## src/rtl/irq_regbank_pkg.sv

```systemverilog
package irq_regbank_pkg;
  localparam int unsigned NGRP = 2;
  localparam int unsigned GRP_BASE = 32'h004;
  localparam int unsigned GRP_SPAN = 32'h010;

  typedef enum logic [1:0] {
    SLOT_STAT = 2'd0,
    SLOT_MASK = 2'd1,
    SLOT_EN   = 2'd2,
    SLOT_DIS  = 2'd3
  } slot_e;
endpackage

```

## src/rtl/irq_rst_sync.sv

```systemverilog
module irq_rst_sync (
  input  logic clk,
  input  logic rst_n,
  output logic rst_s_n
);
  logic [1:0] sync_q;

  always_ff @(posedge clk or negedge rst_n) begin
    if (!rst_n) sync_q <= 2'b00;
    else        sync_q <= {sync_q[0], 1'b1};
  end

  assign rst_s_n = sync_q[1];
endmodule

```

## src/rtl/irq_addr_dec.sv

```systemverilog
module irq_addr_dec
  import irq_regbank_pkg::*;
#(
  parameter int unsigned ADDR_W = 12,
  parameter int unsigned N_GRP  = NGRP,
  localparam int unsigned GIDX_W = (N_GRP > 1) ? $clog2(N_GRP) : 1
) (
  input  logic [ADDR_W-1:0] addr_i,
  output logic              hit_o,
  output logic [GIDX_W-1:0] grp_o,
  output slot_e             slot_o
);
  localparam logic [ADDR_W-1:0] BASE = ADDR_W'(GRP_BASE);
  localparam logic [ADDR_W-1:0] SPAN = ADDR_W'(N_GRP * GRP_SPAN);

  logic [ADDR_W-1:0] off;

  always_comb begin
    off    = addr_i - BASE;
    hit_o  = (addr_i >= BASE) && (off < SPAN);
    grp_o  = off[GIDX_W+3:4];
    slot_o = slot_e'(off[3:2]);
  end
endmodule

```

## src/rtl/irq_group.sv

```systemverilog
module irq_group #(
  parameter int unsigned        DATA_W   = 32,
  parameter logic [DATA_W-1:0]  RST_MASK = '1
) (
  input  logic              clk,
  input  logic              rst_n,
  input  logic [DATA_W-1:0] evt_i,
  input  logic              stat_wr_i,
  input  logic              en_wr_i,
  input  logic              dis_wr_i,
  input  logic [DATA_W-1:0] wdata_i,
  output logic [DATA_W-1:0] stat_o,
  output logic [DATA_W-1:0] mask_o,
  output logic              pend_o
);
  logic [DATA_W-1:0] stat_q, stat_d, mask_q, mask_d;
  logic [DATA_W-1:0] clr_vec, en_vec, dis_vec;
  logic              stat_ce, mask_ce;

  always_comb begin
    clr_vec = stat_wr_i ? wdata_i : '0;
    en_vec  = en_wr_i   ? wdata_i : '0;
    dis_vec = dis_wr_i  ? wdata_i : '0;
    stat_d  = (stat_q & ~clr_vec) | evt_i;
    stat_ce = stat_wr_i | (|evt_i);
    mask_d  = (mask_q & ~en_vec) | dis_vec;
    mask_ce = en_wr_i | dis_wr_i;
  end

  always_ff @(posedge clk or negedge rst_n) begin
    if (!rst_n) begin
      stat_q <= '0;
      mask_q <= RST_MASK;
    end else begin
      if (stat_ce) stat_q <= stat_d;
      if (mask_ce) mask_q <= mask_d;
    end
  end

  assign stat_o = stat_q;
  assign mask_o = mask_q;
  assign pend_o = |(stat_q & ~mask_q);

  // a set bit that was not cleared stays set
  a_r2_sticky: assert property (@(posedge clk) disable iff (!rst_n)
    (($past(stat_q) & ~$past(clr_vec) & ~stat_q) == '0));

  // a cleared bit with no competing event reads zero
  a_r3_clear: assert property (@(posedge clk) disable iff (!rst_n)
    (($past(clr_vec) & ~$past(evt_i) & stat_q) == '0));

  // an event always lands, even against a clear
  a_r8_event_wins: assert property (@(posedge clk) disable iff (!rst_n)
    (($past(evt_i) & ~stat_q) == '0));

  a_r4_enable: assert property (@(posedge clk) disable iff (!rst_n)
    en_wr_i |=> ((mask_q & $past(wdata_i)) == '0));

  a_r5_disable: assert property (@(posedge clk) disable iff (!rst_n)
    dis_wr_i |=> ((~mask_q & $past(wdata_i)) == '0));

  // only the enable and disable paths move the mask
  a_r6_mask_hold: assert property (@(posedge clk) disable iff (!rst_n)
    !(en_wr_i || dis_wr_i) |=> $stable(mask_q));
endmodule

```

## src/rtl/irq_regbank.sv

```systemverilog
module irq_regbank
  import irq_regbank_pkg::*;
#(
  parameter int unsigned       DATA_W       = 32,
  parameter int unsigned       ADDR_W       = 12,
  parameter logic [DATA_W-1:0] NRM_RST_MASK = 32'h07FF_FFFF,
  parameter logic [DATA_W-1:0] ERR_RST_MASK = 32'hFFFF_FFFF
) (
  input  logic              clk,
  input  logic              rst_n,
  input  logic [DATA_W-1:0] evt_nrm_i,
  input  logic [DATA_W-1:0] evt_err_i,
  input  logic              bus_valid_i,
  input  logic              bus_write_i,
  input  logic [ADDR_W-1:0] bus_addr_i,
  input  logic [DATA_W-1:0] bus_wdata_i,
  output logic [DATA_W-1:0] bus_rdata_o,
  output logic              irq_o
);
  localparam int unsigned GIDX_W = (NGRP > 1) ? $clog2(NGRP) : 1;

  logic              rst_s_n;
  logic              dec_hit;
  logic [GIDX_W-1:0] dec_grp;
  slot_e             dec_slot;
  logic              wr_acc;
  logic [DATA_W-1:0] evt_a  [NGRP];
  logic [DATA_W-1:0] stat_a [NGRP];
  logic [DATA_W-1:0] mask_a [NGRP];
  logic [NGRP-1:0]   pend_a;
  logic              irq_q, irq_d;

  irq_rst_sync i_rst_sync (
    .clk     (clk),
    .rst_n   (rst_n),
    .rst_s_n (rst_s_n)
  );

  irq_addr_dec #(.ADDR_W(ADDR_W), .N_GRP(NGRP)) i_dec (
    .addr_i (bus_addr_i),
    .hit_o  (dec_hit),
    .grp_o  (dec_grp),
    .slot_o (dec_slot)
  );

  assign wr_acc   = bus_valid_i & bus_write_i & dec_hit;
  assign evt_a[0] = evt_nrm_i;
  assign evt_a[1] = evt_err_i;

  for (genvar g = 0; g < NGRP; g++) begin : g_grp
    localparam logic [DATA_W-1:0] RM = (g == 0) ? NRM_RST_MASK : ERR_RST_MASK;
    logic sel;
    assign sel = wr_acc && (dec_grp == GIDX_W'(g));

    irq_group #(.DATA_W(DATA_W), .RST_MASK(RM)) i_grp (
      .clk       (clk),
      .rst_n     (rst_s_n),
      .evt_i     (evt_a[g]),
      .stat_wr_i (sel && (dec_slot == SLOT_STAT)),
      .en_wr_i   (sel && (dec_slot == SLOT_EN)),
      .dis_wr_i  (sel && (dec_slot == SLOT_DIS)),
      .wdata_i   (bus_wdata_i),
      .stat_o    (stat_a[g]),
      .mask_o    (mask_a[g]),
      .pend_o    (pend_a[g])
    );
  end

  always_comb begin
    bus_rdata_o = '0;
    if (dec_hit) begin
      case (dec_slot)
        SLOT_STAT: bus_rdata_o = stat_a[dec_grp];
        SLOT_MASK: bus_rdata_o = mask_a[dec_grp];
        default:   bus_rdata_o = '0;
      endcase
    end
  end

  always_comb irq_d = |pend_a;

  always_ff @(posedge clk or negedge rst_s_n) begin
    if (!rst_s_n) irq_q <= 1'b0;
    else          irq_q <= irq_d;
  end

  assign irq_o = irq_q;

  // the line is the registered OR of the group pending flags
  a_r7_irq_level: assert property (@(posedge clk) disable iff (!rst_s_n)
    irq_o == $past(|pend_a));

  // an undecoded address reads zero
  a_r9_unmapped_zero: assert property (@(posedge clk) disable iff (!rst_s_n)
    !dec_hit |-> (bus_rdata_o == '0));
endmodule

```

## config.mk

```make
export PLATFORM = sky130hd
export DESIGN_NAME = irq_regbank
export DESIGN_NICKNAME = d
export VERILOG_FILES = /design/src/rtl/irq_regbank_pkg.sv /design/src/rtl/irq_rst_sync.sv /design/src/rtl/irq_addr_dec.sv /design/src/rtl/irq_group.sv /design/src/rtl/irq_regbank.sv
export SDC_FILE = /design/constraint.sdc
export NUM_CORES = 1
export LEC_CHECK = 0
export BUFFER_PORTS_ARGS = -buffer_cell sky130_fd_sc_hd__buf_2
export CAP_MARGIN = 15
export CORE_AREA = 4 4 145 147
export CTS_CLUSTER_SIZE = 12
export DETAILED_ROUTE_END_ITERATION = 10
export DIE_AREA = 0 0 149 151
export HOLD_SLACK_MARGIN = 0.02
export PLACE_DENSITY = 0.6
export SETUP_SLACK_MARGIN = 0.15
export SLEW_MARGIN = 20
export SYNTH_ARGS = -nofsm -noshare
export SYNTH_HDL_FRONTEND = slang
export SYNTH_SLANG_ARGS = --single-unit
export TNS_END_PERCENT = 50
```

## constraint.sdc

```tcl
create_clock -name clk -period 4.9 [get_ports clk]
set_clock_uncertainty 0.05 [all_clocks]
set_input_delay 0.735 -clock clk [delete_from_list [all_inputs] [get_ports clk]]
set_output_delay 0.735 -clock clk [all_outputs]
set_load 0.01 [all_outputs]
```

## Word level (Yosys, flattened, before mapping)

Index checks and enable logic that the tools add are counted.
W data, S select, Z words.

- Word-level logic and storage cells: 64
- Register bits after elaboration: 131
- Output and inout bits: 33
- Input port bits: 112

- $lt $le $gt $ge: 3
- Multiplexer cells: 14
- Bitwise logic cells: 24
- $add $sub $neg: 1
- Reduce and logical (&&, ||, !) cells: 13
- Eq/ne operators: 3

Operator list:

| operator | count |
|---|---|
| $mux W32 | 13 |
| $and A32 B32 Y32 | 6 |
| $not A32 Y32 | 6 |
| $or A32 B32 Y32 | 4 |
| $pmux W32 S2 | 1 |
| $reduce_or A32 Y1 | 2 |
| $reduce_or A64 Y1 | 1 |
| $ge A12 B3 Y1 const B | 1 |
| $lt A12 B6 Y1 const B | 1 |
| $sub A12 B3 Y12 const B | 1 |
| $logic_and A1 B1 Y1 | 9 |
| $eq A2 B2 Y1 const B | 2 |
| $or A1 B1 Y1 | 4 |
| $and A1 B1 Y1 | 2 |
| $eq A2 B1 Y1 const B | 1 |
| $ge A2 B2 Y1 const B | 1 |
| $logic_not A2 Y1 | 1 |
| $not A1 Y2 | 1 |
| $not A1 Y1 | 1 |

## Depth between registers and ports, before layout

Gate-level depths: netlist of the first run.

- Depth after elaboration: 10
- Depth in mapped cells: 9
- Gate-level depth less buffers: 6

## Modules after synthesis

From an unflattened synthesis of the first run, not the netlist that was laid out.

- Cell total of the unflattened synthesis: 653
- Area, all modules: 6905.4 um^2

Modules (own cells, without submodules):

| module | times used | cells each | area an instance (um^2) | sequential area each (um^2) |
|---|---|---|---|---|
| irq_group (g_grp[1].i_grp) | 1 | 254 | 2736.4 | 1641.6 |
| irq_group (g_grp[0].i_grp) | 1 | 254 | 2730.1 | 1635.3 |
| irq_regbank | 1 | 125 | 1271.2 | 25.0 |
| irq_addr_dec | 1 | 17 | 113.9 | 0.0 |
| irq_rst_sync | 1 | 3 | 53.8 | 50.0 |

## Worst setup path after synthesis of the first run

Ideal clock, no wire load.

- Kind: input -> output
- Start: input port bus_addr_i[2]
- End: output port bus_rdata_o[7]
- Data required time: 4.115 ns
- Setup slack: 1.668 ns
- Buffers on the path: 2
- Stages on the path: 8
- Arrival: 2.447 ns
- Cell sequence: inv_1 > ha_1 > xnor2_1 > clkbuf_1 > buf_2 > mux2i_1 > a22oi_1 > nor2_1

- Cells in the longest elaborated chain, start to end: 7
- Elaborated cells between the ends (all ways): 15
- Those cells by class: add/sub: 1; order compare: 2; eq/ne: 1; mux: 8; bitwise: 1; reduce/logical: 2

Ends and longest elaborated chain:

| item | RTL line | RTL |
|---|---|---|
| start, declared | irq_regbank.sv:15 | `input logic [ADDR_W-1:0] bus_addr_i,` |
| parallel branches: the longest is 6 deep, another holds $sub A12 B3 Y12 | -- |  |
| $mux W32 (*) | irq_regbank.sv:71 | `if (dec_hit) begin` |
| end, declared | irq_regbank.sv:17 | `output logic [DATA_W-1:0] bus_rdata_o,` |

Every way passes the cells marked *. The select of a mux whose other input is x is not followed.

## Worst setup path after layout of the first run

- Start: input port bus_addr_i[2]
- End: output port bus_rdata_o[30]

Same word-level chain as after synthesis.

==> metrics, run 1 <==
PD cells 277.4 mW/mm^2; leak pwr 3.741 nW; YS warnings 0; Psw 0.0006913 W; # H-tree levels 4; Starting Density 39.11%; post-CTS sizing 0; reg2reg path depth 4; Yosys top cell area share 23.14%; clk buf depth 2; setup violators final 0; CP most frequent cell buf_2; row count 52; post-DP HPWL 17040 um; gpl congestion 0.8062; DRC 0; clock root cell clkbuf_16; Synth cell types 35; Layout area overhead 20.02%; vias in the first global route 7049; Final ANT Viol Nets 0; Syn Std Cell Area 0.007786 mm^2; total grt overflow 0; IO Port Bufs 142; worst-path cell chain buf_2 > inv_1 > ha_1 > xnor2_2 > buf_4 > mux2_2 > a22oi_1 > nor2_1 > buf_2; antenna violations before repair 0; minimum clock period 3661 ps; Synth Instances 828; nets 1056; sequential power share 42.7%; IO Pins 145; Final TNS setup 0 ps; clock latency on the worst-skew pair 430 ps; Slowest-stage cell, CP buf_4; diode count 0; status finished, final reports clean; final hold slack 34.89 ps; Crit Path Class in -> out; max-slew violation count 0; FFs w/ async S/R, synth 100.0%; Vias/cell 5.766; routed length per placed instance 20.98 um; CTS Sinks 131; CP max FO 41; Routed Wire Length 25640 um; number of DRC markers in iteration 0 583; RSZ-0062 raised after global routing false; Yosys reg bits 131; Critical Path End Type output port; WP data required 4120 ps; total track usage 22.95%; layout cells sized above 1 34.24%; Least-Margin Pin Slew 1067 ps; sequential fraction of the synthesis area 43.05%; HP Class in -> async; Power Internal 0.001901 W; Via Count 7046; cell accounting for the most synthesized area dfrtp_1; final period utilization 74.72%; setup ws final 1239 ps; area of the die 0.02250 mm^2; Num CTS Buffers 17; Post-synth top flop dfrtp_1; WP data arrival 2880 ps; post-CTS setup buffers 0; Sw Share 26.67%; number of synthesized flops with an enable pin 0; Core Region 0.01991 mm^2; Die H 151 um; Worst setup SP type input pin; max incr delay on CP 470 ps; clock power share 47.1%; Gate power share 10.3%; Fin. Hold Viols 0; Max Cap Viol 0; global-route wire length before repair 40030 um; dpl ws 1126 ps; # hold bufs at CTS 0; largest net degree at the start of global routing 129; Peak VDD IR 0.0002357 V; Slew headroom 28.68%; Worst-path clk slew 60 ps; Syn Nets 945; top post-synthesis cells by area dfrtp_1 (23%), dfstp_2 (20%), mux2_2 (9.0%); CTS tree done; Die W 149 um; DR pass1 iterations 5; fmax 273.1 MHz; Post-Syn Area per Cell 9.404 um^2
==> cell usage after synthesis (all sizes together), types with 4 or more instances <==
cell type and count:
a21o 37, a22oi 32, buf 27, clkbuf 47
dfrtp 72, dfstp 59, ha 5, inv 50
mux2 62, nand2 33, nand2b 60, nand3 65
nand4 4, nor2 33, nor4 21, o2111ai 16
o21ai 65, o21bai 16, o31ai 64, o41ai 11
or4 37
==> worst max-delay path: cells and delay by family <==
| family | cells | cell delay (ps) |
|---|---|---|
| AOI/OAI and AO/OA | 1 | 270 |
| muxes | 1 | 390 |
| and+or+nand+nor | 1 | 60 |
| adders and majority gates | 1 | 320 |
| buffers and inverters | 4 | 830 |
| xor gates and xnor gates | 1 | 260 |
==> placed cells by master (no fill, tap or decap), drive strengths merged <==
cell / n
buf: 166
dfrtp: 72
nand3: 65
o21ai: 65
o31ai: 64
mux2: 62
nand2b: 60
dfstp: 59
inv: 50
or4: 37
a21o: 37
nor2: 33
nand2: 33
a22oi: 32
nor4: 21
clkbuf: 19
o2111ai: 16
o21bai: 16
o41ai: 11
clkinvlp: 7
clkinv: 5
ha: 5
nand4: 4
mux2i: 2
nor3: 1
or4b: 1
and4: 1
o21a: 1
a211oi: 1
xnor2: 1
xor2: 1
a2111o: 1
a2111oi: 1
bufinv: 1
conb: 1
==> metal layers <==
metal | wire length [um] | GRT usage, %
met4 | 531 | 7.185
met1 | 11690 | 32.05
met3 | 1582 | 4.249
met2 | 11830 | 36.32
met5 | 0 | 0
==> power groups by stage <==
stage                     Sequential (W)  Clock [W]  Combinational [W]
after floorplan                  0.00113          0           0.000140
final                            0.00111    0.00122           0.000266
after detailed placement         0.00112          0           0.000264
after global placement           0.00112          0           0.000264
after CTS                        0.00111    0.00123           0.000265
after global routing             0.00111    0.00129           0.000287
==> path summary, 6_finish.rpt <==
path,startpoint,endpoint,slack (ps)
min in group clk,i_rst_sync.sync_q[0],i_rst_sync.sync_q[1],300
worst max register to register,g_grp[1].i_grp.mask_o[8],irq_o,3170
worst min register to register,i_rst_sync.sync_q[0],i_rst_sync.sync_q[1],300
worst min-delay path,rst_n,i_rst_sync.sync_q[1],30
max in group asynchronous,i_rst_sync.sync_q[1],g_grp[1].i_grp.mask_o[6],3310
worst max-delay path,bus_addr_i[2],bus_rdata_o[30],1240
==> flip-flops by register name (all words and copies together), names as in the netlist <==
| register | count |
|---|---|
| g_grp.i_grp.mask_o | 64 |
| irq_o | 1 |
| g_grp.i_grp.stat_o | 64 |
| i_rst_sync.sync_q | 2 |
==> cell families (layout without fill, tap and decap cells) <==
group	Yosys count	after routing	share of synthesized area, %
AO/OA/AOI/OAI	245	245	22.03
XOR/XNOR	2	2	0.2250
adder cells (fa/ha/maj)	5	5	0.8035
buffers and inverters	124	248	6.556
flip-flops	131	131	43.05
multiplexers	64	64	9.224
other	1	1	0.04816
AND/OR/NAND/NOR	256	256	18.06
==> cell type report <==
type                            count  area (um^2)
Sequential cell                   131         3356
Tap cell                          270        337.8
Multi-Input combinational cell    573         3959
Clock inverter                     13        111.4
Inverter                           50        187.7
Clock buffer                       19        452.9
Timing Repair Buffer              166        940.9
Fill cell                        1949        10560
==> per-stage QoR <==
stage | instance area, um^2 | utilization, % | total power [W] | std cells
finish | 9345 | 46.94 | 0.002592 | 1222
global route | 9345 | 46.94 | 0.002685 | 1222
CTS | 9345 | 46.94 | 0.002606 | 1222
detailed placement | 8781 | 44.11 | 0.001388 | 1190
global placement | 8781 | 44.11 | 0.001388 | 1190
floorplan | 7786 | - | 0.001266 | 828
(Power assumes the default switching activity.)
==> inputs of run 2 (changes only) <==
PLACE_DENSITY = 0.62   (was 0.6)
clock period = 3.15 ns   (was 4.9 ns; I/O delays follow)
==> run 2 against run 1 <==
Sequential power up 55%. Non-clock buffer count up 10. First-iteration DRC count decreased by 9.1%. Wire length increased by 4.5%. Die area stayed put. Core utilization grew 1.5 points. Final cell count is 0.82% higher.
==> metrics, run 2 (same netlist as run 1, synthesis figures left out) <==
Num CTS Buffers 17 (unchanged); vias in the first global route 7052 (was 7049); total grt overflow 0 (unchanged); DR pass1 iterations 5 (unchanged); status finished, final reports clean (unchanged); worst path buffer plus inverter count 5 (was 4); max incr delay on CP 340 ps (was 470 ps); row count 52 (unchanged); Hold Path Origin evt_err_i[24]; worst hold path endpoint g_grp[1].i_grp.stat_o[24]; Slew headroom 53.76% (was 28.68%); most frequent cells in the layout buf_2 (142), dfrtp_1 (71), nand3_1 (65) (unchanged); WP data required 2630 ps (was 4120 ps); max-slew violation count 0 (unchanged); Peak VDD IR 0.0003704 V (was 0.0002357 V); DRC 0 (unchanged); global-route wire length before repair 40680 um (was 40030 um); number of DRC markers in iteration 0 530 (was 583); CTS tree done (unchanged); IO Pins 145 (unchanged); Max Cap Viol 0 (unchanged); CTS Sinks 131 (unchanged); Critical Path End Type output port (unchanged); clock root cell clkbuf_16 (unchanged); Worst-path clk slew 60 ps (about the same); Vias/cell 5.848 (was 5.766); nets 1066 (was 1056); # H-tree levels 4 (unchanged); top cell family by delay on the critical path buffers and inverters (unchanged); setup violators final 0 (unchanged); Fin. Hold Viols 0 (unchanged); antenna violations before repair 1 (was 0); gpl congestion 0.8346 (was 0.8062); final core utilization 48.44% (was 46.94%); area of the die 0.02250 mm^2 (unchanged); fmax 356.4 MHz; Crit Path Class in -> out (unchanged); layout cells sized above 1 34.62% (was 34.24%); Via Count 7205 (was 7046); RSZ-0062 raised after global routing false (unchanged); PD cells 433.4 mW/mm^2 (was 277.4 mW/mm^2); Layout area overhead 23.85% (was 20.02%); routed length per placed instance 21.74 um (was 20.98 um); Slowest-stage cell, CP mux2_2 (was buf_4); area post-placement 0.008881 mm^2 (was 0.008781 mm^2); final std cells w/o fill 1232 (was 1222); most common cell after layout, fill and taps aside buf_2 (unchanged); Routed Wire Length 26780 um (was 25640 um); largest net degree at the start of global routing 65 (was 129); WP data arrival 2280 ps (was 2880 ps); FF-to-FF Start g_grp[1].i_grp.mask_o[8] (unchanged); Die H 151 um (unchanged); r2r endpoint irq_o (unchanged); Final TNS setup 0 ps (unchanged); clock latency on the worst-skew pair 430 ps (about the same); R2R setup slack 1440 ps (was 3170 ps); Die W 149 um (unchanged); CP Depth 10 (was 9); CP max FO 15 (was 41); Starting Density 39.11% (unchanged); total track usage 23.36% (was 22.95%); Final ANT Viol Nets 0 (unchanged); final period utilization 89.09%; minimum clock period 2806 ps; leak pwr 3.893 nW (was 3.741 nW); placed cells 1192 (was 1190); cell area after layout 0.009643 mm^2 (was 0.009345 mm^2); diode count 0 (unchanged); IO Port Bufs 142 (unchanged); Core Region 0.01991 mm^2 (unchanged); Least-Margin Pin Slew 693.6 ps (was 1067 ps); post-DP HPWL 17620 um (was 17040 um); HP Class in -> reg (was in -> async); reg2reg path depth 4 (unchanged); Worst Hold Depth 2; worst-path cell chain buf_2 > inv_1 > ha_4 > xnor2_4 > buf_12 > buf_12 > mux2_2 > a22oi_1 > nor2_1 > buf_2 (was buf_2 > inv_1 > ha_1 > xnor2_2 > buf_4 > mux2_2 > a22oi_1 > nor2_1 > buf_2); Worst setup SP type input pin (unchanged); clk buf depth 2 (unchanged)
## run 2: timing repair
action	in CTS	in global routing
pin swaps	0	1
buffers inserted	0	3
setup endpoints to repair	1	32
gates cloned	1	3
gates resized for setup	1	4
hold buffers	1	0
hold endpoints to repair	2	0
## run 2: final cells by class
cell class	count	area, um^2
fillers	1911	10270
multi-input cells	573	3980
flip-flops and latches	131	3356
repair buffers	176	1204
clock buffers	24	501.7
well taps	270	337.8
inverters	50	187.7
clock inverters	8	76.32
## run 2: stage by stage
stage,setup WS (ps),power [W],hold WS [ps]
after floorplan,443.1,0.001970,126.9
after global placement,135.5,0.002178,207.6
after detailed placement,155.9,0.002179,209.6
after CTS,180.6,0.004145,154.2
after global routing,203.6,0.004317,165.5
final,343.8,0.004179,161.9
## run 2: worst max path at each step
stage | start | end | slack [ps]
CTS | bus_addr_i[2] | bus_rdata_o[25] | 180
global placement | bus_addr_i[2] | bus_rdata_o[0] | 140
floorplan | bus_addr_i[2] | bus_rdata_o[7] | 440
global route | bus_addr_i[2] | bus_rdata_o[13] | 200
finish | bus_addr_i[3] | bus_rdata_o[0] | 340
detailed placement | bus_addr_i[2] | bus_rdata_o[0] | 160
## run 2: metal layers
metal | share of wire, % | up-vias | track usage, %
met2 | 47 | 284 | 37.18
met1 | 44 | 3564 | 32.69
li1 | - | 3316 | -
met4 | 2.1 | 2 | 7.048
met5 | 0.026 | - | 0
met3 | 6.7 | 39 | 4.129
## run 2: power breakdown
group | internal (W) | switching [W] | total (W)
clock network | 0.00119 | 0.000771 | 0.00196
logic | 0.000195 | 0.000308 | 0.000503
registers | 0.00170 | 0.0000178 | 0.00172
total | 0.00308 | 0.00110 | 0.00418
==> inputs of run 3 (changes only) <==
RECOVER_POWER = 25   (was default)
==> run 3 against run 2 <==
The run now ends with capacitance limit, slew limit left. Combinational power about the same. Via count about the same. Fmax about the same. Sequential power is essentially flat. Core utilization about the same. First-iteration DRC count unchanged. Wire length about the same. Worst hold slack about the same. Largest power group unchanged. Die area stayed put. Flip-flop and latch count did not move. Non-clock buffer count stayed put. Largest cell class unchanged.
==> metrics, run 3 (same netlist as run 1, synthesis figures left out) <==
Final ANT Viol Nets 0 (unchanged); DR pass1 iterations 8 (was 5); IO Pins 145 (unchanged); setup violators final 0 (unchanged); number of DRC markers in iteration 0 530 (unchanged); Slew headroom -41.53% (was 53.76%); clk buf depth 2 (unchanged); total area of sequential cells 0.003352 mm^2 (was 0.003356 mm^2); minimum clock period 2805 ps (was 2806 ps); PD cells 433.4 mW/mm^2 (about the same); final hold slack 162.2 ps (was 161.9 ps); gpl congestion 0.8346 (unchanged); IO Port Bufs 142 (unchanged); largest net degree at the start of global routing 65 (unchanged); clock latency on the worst-skew pair 430 ps (about the same); status finished with violations (was finished, final reports clean); global-route wire length before repair 40680 um (unchanged); Layout area overhead 23.78% (was 23.85%); setup ws final 345.4 ps (was 343.8 ps); row count 52 (unchanged); Worst-path clk slew 60 ps (about the same); nets 1066 (unchanged); Routed Wire Length 26770 um (was 26780 um); Via Count 7209 (was 7205); Fin. Hold Viols 0 (unchanged); violated checks capacitance limit, slew limit; RSZ-0062 raised after global routing false (unchanged); Peak VDD IR 0.0003699 V (was 0.0003704 V); Core Region 0.01991 mm^2 (unchanged); Least-Margin Pin Slew 2123 ps (was 693.6 ps); DRC 0 (unchanged); Critical Path End Type output port (unchanged); dpl ws 155.9 ps (unchanged); final period utilization 89.03% (was 89.09%); area of the die 0.02250 mm^2 (unchanged); Num CTS Buffers 17 (unchanged); post-DP HPWL 17620 um (unchanged); max-slew violation count 49 (was 0); Starting Density 39.11% (unchanged); # H-tree levels 4 (unchanged); CP max FO 15 (unchanged); total track usage 23.36% (unchanged); WP data arrival 2280 ps (about the same); routed length per placed instance 21.73 um (was 21.74 um); R2R setup slack 900 ps (was 1440 ps); most common cell after layout, fill and taps aside buf_2 (unchanged); HP Class in -> reg (unchanged); CTS Sinks 131 (unchanged); vias in the first global route 7052 (unchanged); area of the multi-input gates 0.003980 mm^2 (unchanged); fmax 356.6 MHz (was 356.4 MHz); Worst setup SP type input pin (unchanged); Die W 149 um (unchanged); Vias/cell 5.851 (was 5.848); number of fill cells 1914 (was 1911); antenna violations before repair 1 (unchanged); CTS tree done (unchanged); leak pwr 3.891 nW (was 3.893 nW); Crit Path Class in -> out (unchanged); total grt overflow 0 (unchanged); Max Cap Viol 1 (was 0); most frequent cells in the layout buf_2 (141), dfrtp_1 (72), nand3_1 (65) (was buf_2 (142), dfrtp_1 (71), nand3_1 (65)); diode count 0 (unchanged); clock root cell clkbuf_16 (unchanged); Final TNS setup 0 ps (unchanged); WP data required 2630 ps (about the same); Die H 151 um (unchanged); layout cells sized above 1 34.41% (was 34.62%)
## run 3: cell count changes in the layout (fill, tap and decap cells not counted), sizes merged
cell,change
clkbuf,+1
buf,-1
## run 3: final timing paths
path / from / end / cells past startpoint
max in group asynchronous: i_rst_sync.sync_q[1] / g_grp[0].i_grp.mask_o[17] / 1
min reg2reg: i_rst_sync.sync_q[0] / i_rst_sync.sync_q[1] / 0
max: bus_addr_i[3] / bus_rdata_o[0] / 10
min: evt_err_i[24] / g_grp[1].i_grp.stat_o[24] / 2
max reg2reg: i_rst_sync.sync_q[1] / g_grp[0].i_grp.mask_o[17] / 1
min in group asynchronous: rst_n / i_rst_sync.sync_q[0] / 2
## run 3: layer usage
metal	global-route usage, %	part of all wire (%)	wire length [um]	up-vias
met5	0	0.026	7	-
met4	7.048	2.1	561	2
met3	4.129	6.6	1760	43
met2	37.18	47	12530	281
met1	32.69	45	11910	3566
li1	-	-	-	3317
## run 3: area by class of cell
class | count | share of cell area [%]
multi-input cells | 573 | 41.30
flip-flops and latches | 131 | 34.78
repair buffers | 176 | 12.48
clock buffers | 24 | 5.206
well taps | 270 | 3.505
inverters | 50 | 1.947
clock inverters | 8 | 0.7919
## run 3: timing repair
action / 4_1_cts / 5_1_grt
pin swaps: 0 / 1
endpoints found under the hold margin: 2 / 0
hold buffers: 1 / 0
gates resized for setup: 1 / 4
cloned: 1 / 3
setup endpoints to repair: 1 / 32
setup buffers: 0 / 3
## run 3: critical path, stage by stage
cell and delay (ps):
buf_2 140, inv_1 110, ha_4 200, xnor2_4 180, buf_12 170, buf_12 170
mux2_2 340, a22oi_1 270, nor2_1 70, buf_2 150
## run 3: where the power goes
part / internal, W / switching, W
Clock: 0.00119 / 0.000769
Combinational: 0.000196 / 0.000308
Sequential: 0.00170 / 0.0000178
Total: 0.00308 / 0.00110
## run 3: per-stage QoR
stage          utilization (%)  instances  instance area, um^2  power, W
2_1_floorplan                -        828                 7787  0.001970
3_3_place_gp             44.61       1192                 8881  0.002178
3_5_place_dp             44.61       1192                 8881  0.002179
4_1_cts                  47.78       1226                 9513  0.004145
5_1_grt                  48.41       1232                 9638  0.004316
6_report                 48.41       1232                 9638  0.004178
